===== src/rtl/vbc_pkg.sv =====
package vbc_pkg;
    localparam int VLEN     = 128;
    localparam int NUM_FMT  = 4;
    localparam int IW       = 32;
    localparam int RIDX_W   = 5;

    localparam logic [5:0] MAJOR_OP = 6'b011110;
    localparam logic [2:0] MINOR_OP = 3'b011;
    localparam logic [5:0] FUNC_OP  = 6'b001101;

    typedef enum logic [1:0] {
        FMT_B = 2'b00,
        FMT_H = 2'b01,
        FMT_W = 2'b10,
        FMT_D = 2'b11
    } elem_fmt_e;

    typedef enum logic [1:0] {
        ST_IDLE,
        ST_RESULT,
        ST_FLT_OFF,
        ST_FLT_RSV
    } out_state_e;
endpackage


===== src/rtl/vbc_decode.sv =====
module vbc_decode
    import vbc_pkg::*;
(
    input  logic [IW-1:0]     instr,
    output logic              hit,
    output elem_fmt_e         fmt,
    output logic [RIDX_W-1:0] dst
);
    always_comb begin
        hit = (instr[31:26] == MAJOR_OP) &&
              (instr[25:23] == MINOR_OP) &&
              (instr[5:0]   == FUNC_OP);
        fmt = elem_fmt_e'(instr[22:21]);
        dst = instr[10:6];
    end
endmodule


===== src/rtl/vbc_clear_dp.sv =====
module vbc_clear_dp
    import vbc_pkg::*;
#(
    parameter int W_VEC = VLEN
) (
    input  logic [W_VEC-1:0] a,
    input  logic [W_VEC-1:0] b,
    input  elem_fmt_e        fmt,
    output logic [W_VEC-1:0] res
);
    logic [W_VEC-1:0] res_by_fmt [NUM_FMT];

    for (genvar g = 0; g < NUM_FMT; g++) begin : g_fmt
        localparam int EW    = 8 << g;
        localparam int LANES = W_VEC / EW;
        localparam int PW    = $clog2(EW);
        localparam logic [EW-1:0] ONE = 1;
        for (genvar l = 0; l < LANES; l++) begin : g_lane
            logic [PW-1:0] pos;
            assign pos = b[l*EW +: PW];
            assign res_by_fmt[g][l*EW +: EW] = a[l*EW +: EW] & ~(ONE << pos);
        end
    end

    always_comb res = res_by_fmt[fmt];
endmodule


===== src/rtl/vbitclr_unit.sv =====
module vbitclr_unit
    import vbc_pkg::*;
(
    input  logic             clk,
    input  logic             rst_n,
    input  logic             in_valid,
    input  logic [31:0]      instr,
    input  logic [127:0]     src_a,
    input  logic [127:0]     src_b,
    input  logic             unit_en,
    output logic             out_valid,
    output logic [127:0]     out_data,
    output logic [4:0]       out_dst,
    output logic             flt_off,
    output logic             flt_resv
);
    logic              dec_hit;
    elem_fmt_e         dec_fmt;
    logic [RIDX_W-1:0] dec_dst;
    logic [VLEN-1:0]   dp_res;
    out_state_e        state_q, state_d;
    logic [VLEN-1:0]   data_q;
    logic [RIDX_W-1:0] dst_q;

    vbc_decode u_dec (
        .instr (instr),
        .hit   (dec_hit),
        .fmt   (dec_fmt),
        .dst   (dec_dst)
    );

    vbc_clear_dp #(.W_VEC(VLEN)) u_dp (
        .a   (src_a),
        .b   (src_b),
        .fmt (dec_fmt),
        .res (dp_res)
    );

    always_comb begin
        if (!in_valid)     state_d = ST_IDLE;
        else if (!unit_en) state_d = ST_FLT_OFF;
        else if (!dec_hit) state_d = ST_FLT_RSV;
        else               state_d = ST_RESULT;
    end

    always_ff @(posedge clk) begin
        if (!rst_n) begin
            state_q <= ST_IDLE;
            data_q  <= '0;
            dst_q   <= '0;
        end else begin
            state_q <= state_d;
            if (state_d == ST_RESULT) begin
                data_q <= dp_res;
                dst_q  <= dec_dst;
            end
        end
    end

    always_comb begin
        out_valid = 1'b0;
        flt_off   = 1'b0;
        flt_resv  = 1'b0;
        unique case (state_q)
            ST_IDLE:    ;
            ST_RESULT:  out_valid = 1'b1;
            ST_FLT_OFF: flt_off   = 1'b1;
            ST_FLT_RSV: flt_resv  = 1'b1;
            default:    ;
        endcase
        out_data = data_q;
        out_dst  = dst_q;
    end

    assert_idle_quiet_R5: assert property (@(posedge clk) disable iff (!rst_n)
        !in_valid |=> !(out_valid || flt_off || flt_resv));

    assert_off_first_R6: assert property (@(posedge clk) disable iff (!rst_n)
        (in_valid && !unit_en) |=> (flt_off && !flt_resv && !out_valid));

    assert_resv_fault_R7: assert property (@(posedge clk) disable iff (!rst_n)
        (in_valid && unit_en && !dec_hit) |=> (flt_resv && !out_valid));

    assert_only_clears_R3: assert property (@(posedge clk) disable iff (!rst_n)
        (in_valid && unit_en && dec_hit) |=>
            (out_valid && !flt_off && !flt_resv &&
             ((out_data & ~$past(src_a)) == '0) &&
             ($countones($past(src_a) ^ out_data) <= 16)));

    assert_dst_index_R1: assert property (@(posedge clk) disable iff (!rst_n)
        (in_valid && unit_en && dec_hit) |=> (out_dst == $past(instr[10:6])));
endmodule


===== config.mk =====
export PLATFORM = sky130hd
export DESIGN_NAME = vbitclr_unit
export DESIGN_NICKNAME = d
export VERILOG_FILES = /design/src/rtl/vbc_pkg.sv /design/src/rtl/vbc_decode.sv /design/src/rtl/vbc_clear_dp.sv /design/src/rtl/vbitclr_unit.sv
export SDC_FILE = /design/constraint.sdc
export NUM_CORES = 1
export LEC_CHECK = 0
export BUFFER_PORTS_ARGS = -buffer_cell sky130_fd_sc_hd__buf_2
export CORE_AREA = 2 2 211 109
export CTS_BUF_LIST = sky130_fd_sc_hd__clkbuf_4
export DETAILED_ROUTE_END_ITERATION = 12
export DIE_AREA = 0 0 213 111
export PLACE_DENSITY = 0.69
export SLEW_MARGIN = 20
export SYNTH_ARGS = -nofsm -noshare
export SYNTH_HDL_FRONTEND = slang
export SYNTH_SLANG_ARGS = --single-unit

===== constraint.sdc =====
create_clock -name clk -period 3.8 [get_ports clk]
set_input_delay 0 -clock clk [delete_from_list [all_inputs] [get_ports clk]]
set_output_delay 0 -clock clk [all_outputs]
set_load 0.005 [all_outputs]

==> results.sh <==
export IMPL_status="finished, final reports clean"
export IMPL_htree_levels=4
export IMPL_drv_slew=0
export IMPL_ys_flop_type="dfxtp_1"
export IMPL_max_stage_delay_ns=0.59
export IMPL_end_kind="flop"
export IMPL_tightestPinTransition_ns=0.924
export IMPL_worstHoldStart="src_b[90]"
export IMPL_r2r_setup_slack_ns=2.51
export IMPL_post_drt_wl_per_cell_um=23.0
export IMPL_yosys_area_share_simple_pct=23.4
export IMPL_synth_most_common_cell="dfxtp_1"
export IMPL_io_pins=428
export IMPL_ys_types=70
export IMPL_final_min_clock_period_ns=2.76
export IMPL_grt_pass1_vias=10740
export IMPL_fin_util_pct=59.1
export IMPL_skew_ns=0
export IMPL_cts_sinks=135
export IMPL_synth_area_mux_share_pct=0
export IMPL_fmax_ghz=0.362
export IMPL_ff2ff_path_depth=3
export IMPL_p_leak_nw=5.44
export IMPL_synth_edf_count=0
export IMPL_yosysSeqAreaShare_pct=33.0
export IMPL_setup_violations=0
export IMPL_cp_max_fo=42
export IMPL_avgSynthCellArea_sq_um=8.61
export IMPL_powerDensity_nw_per_um2=256
export IMPL_hold_violations=0
export IMPL_die_y_um=111
export IMPL_r2r_end="out_data[55]"
export IMPL_die_area_sq_um=23600
export IMPL_critPathArrivalTime_ns=3.26
export IMPL_slew_headroom_pct=38.4
export IMPL_yosysTopAreaCellShare_pct=33.0
export IMPL_clk_pin_slew_worst_paths_ns=0.12
export IMPL_drcViolationCount=0
export IMPL_grt_max_degree=76
export IMPL_syn_nets=1245
export IMPL_crit_chain="buf_2 > buf_4 > a211o_1 > o31ai_1 > dlygate4sd3_1 > a21oi_1 > dlygate4sd3_1 > a32o_1 > dlygate4sd3_1"
export IMPL_yosys_top_cells_count="dfxtp_1 (135), nand2_1 (86), o2bb2ai_1 (62), o21ai_0 (50), o221ai_1 (48)"
export IMPL_die_w_um=213
export IMPL_cts_root_buffer="clkbuf_4"
export IMPL_vias=11489
export IMPL_synth_top_family_by_area="compound AO/OA/AOI/OAI gates"
export IMPL_rows=39
export IMPL_cp_start_kind="input port"
export IMPL_tns_ns=0
export IMPL_synth_area_sq_um=8200
export IMPL_min_to="out_data[90]"
export IMPL_fin_nets=1817
export IMPL_r2r_start="out_data[55]"
export IMPL_coreArea_sq_um=22100
export IMPL_cap_viol_max_count=0
export IMPL_gp_congestion=1.01
export IMPL_yosysWarnings=0
export IMPL_dr_pass1_iters=7
export IMPL_cts_max_path_buffers=2
export IMPL_synth_compound_area_share_pct=37.5
export IMPL_period_share_pct=72.7
export IMPL_gr_total_overflow=0
export IMPL_synth_area_top_cells="dfxtp_1 (33%), o2bb2ai_1 (6.6%), o221ai_1 (5.1%), nand2_1 (3.9%), o21ai_0 (3.1%)"
export IMPL_grt_pass1_wl_mm=62.7
export IMPL_cts_tree="built"
export IMPL_crit_top_cell="dlygate4sd3_1"
export IMPL_required_ns=4.30
export IMPL_drtIter0Drc=1987
export IMPL_synth_area_leader_cell="dfxtp_1"
export IMPL_crit_type="input port to flop"
export IMPL_initial_utilization_pct=37.1
export IMPL_io_buffers=351
export IMPL_synth_cells=953
export IMPL_drive_gt1_share_pct=27.3
export IMPL_antenna_found_initial=9
export IMPL_syn_to_final_growth_pct=59.4
export IMPL_wl_mm=42.6
export IMPL_synthXorXnorAreaFrac_pct=0
export IMPL_antenna_left=0
export IMPL_slowest_stage="dlygate4sd3_1"
export IMPL_peakVddDrop_v=0.000328
export IMPL_viasPerCell=6.20
export IMPL_synthAdderAreaFrac_pct=0
export IMPL_async_flop_share_pct=0
export IMPL_holdPathStages=5
export IMPL_synth_seq_cells=135
export IMPL_clk_latency_ns=0.60
export IMPL_critical_path_buf_inv_count=5
export IMPL_cts_buffers=17
export IMPL_cts_setup_buffers=0
export IMPL_dp_hpwl_mm=28.8
export IMPL_hold_path_class="input port to flop"
export IMPL_rsz0062_at_grt="no"
export IMPL_grt_usage_pct=35.1
export IMPL_path_delay_family="buffers and inverters"
state kept, by name, summed over array words and instances, names as in the netlist:
register / flops
out_data: 128
state_q: 2
out_dst: 5
power by group:
group / internal, mW / switching, mW / total, mW
Combinational: 0.369 / 0.420 / 0.790
Clock: 0.533 / 0.613 / 1.15
Sequential: 1.42 / 0.000831 / 1.42
cells by family (layout without fill, tap and decap cells):
kind of cell           Yosys count  count (layout)
buffers and inverters           98             683
other                            0               7
and+or+nand+nor                320             320
AOI/OAI and AO/OA              400             400
DFF                            135             135
area by class of cell:
| cell class | instances | area [sq um] |
|---|---|---|
| tap | 307 | 384 |
| antenna | 7 | 17.5 |
| inverter | 16 | 60.1 |
| fill | 1963 | 9030 |
| clock buffer | 19 | 143 |
| sequential | 135 | 2700 |
| timing repair buffer | 635 | 4580 |
| clock inverter | 13 | 180 |
| multi-input combinational | 720 | 5010 |
metal layers:
layer / vias to the layer above / wire length (um) / GRT usage [%]
met3: 134 / 6170 / 13.3
met2: 884 / 17000 / 48.8
met5: - / 9 / 0
met4: 2 / 1490 / 14.1
met1: 5466 / 17900 / 48.3
li1: 5003 / - / -
how the worst max path moves through the flow:
stage | endpoint | start | depth (start not counted)
floorplan | out_data[102] | src_b[68] | 6
global placement | out_data[37] | instr[21] | 6
detailed placement | out_data[50] | rst_n | 6
CTS | out_data[112] | instr[22] | 9
global route | out_data[112] | instr[22] | 9
finish | out_data[112] | instr[22] | 9
tightest hold or removal path, cell delays in order:
cell and delay, ns:
buf_2 0.13, nor2b_1 0.14, a22oi_1 0.10, o221ai_1 0.20, o2bb2ai_1 0.07
metrics by stage:
| stage | std cells | worst slack [ns] | power, mW | instance area (sq um) | hold slack, ns |
|---|---|---|---|---|---|
| floorplan | 953 | 2.52 | 1.75 | 8200 | 0.126 |
| global placement | 1538 | 1.63 | 1.99 | 9980 | 0.236 |
| detailed placement | 1538 | 1.56 | 2.00 | 9980 | 0.239 |
| CTS | 1845 | 1.19 | 3.32 | 13100 | 0.00293 |
| global route | 1852 | 0.940 | 3.46 | 13100 | 0.0532 |
| finish | 1852 | 1.04 | 3.35 | 13100 | 0.0781 |
cells in the final DEF (no fill, tap or decap), types with 13 or more instances in the layout:
cell type / Yosys / final
a41oi_1: 14 / 14
o21ai_0: 50 / 50
a32oi_1: 14 / 14
inv_1: 16 / 16
o22ai_1: 39 / 39
nand3_1: 37 / 37
a32o_1: 19 / 19
buf_2: 23 / 351
a22oi_1: 24 / 24
nor2_1: 34 / 34
a221oi_1: 16 / 16
dlygate4sd3_1: 0 / 275
o211ai_1: 25 / 25
o221ai_1: 48 / 48
nand2b_1: 16 / 15
nor2b_1: 37 / 37
a21oi_1: 19 / 19
dfxtp_1: 135 / 135
clkbuf_4: 0 / 19
nand2_1: 86 / 86
o2bb2ai_1: 62 / 62
a22o_1: 13 / 13
repair_timing:
item	in CTS	in global routing
resized for setup	0	0
hold endpoints to repair	134	0
hold buffers	275	0
No activity file was read; power rests on OpenSTA's default activity.
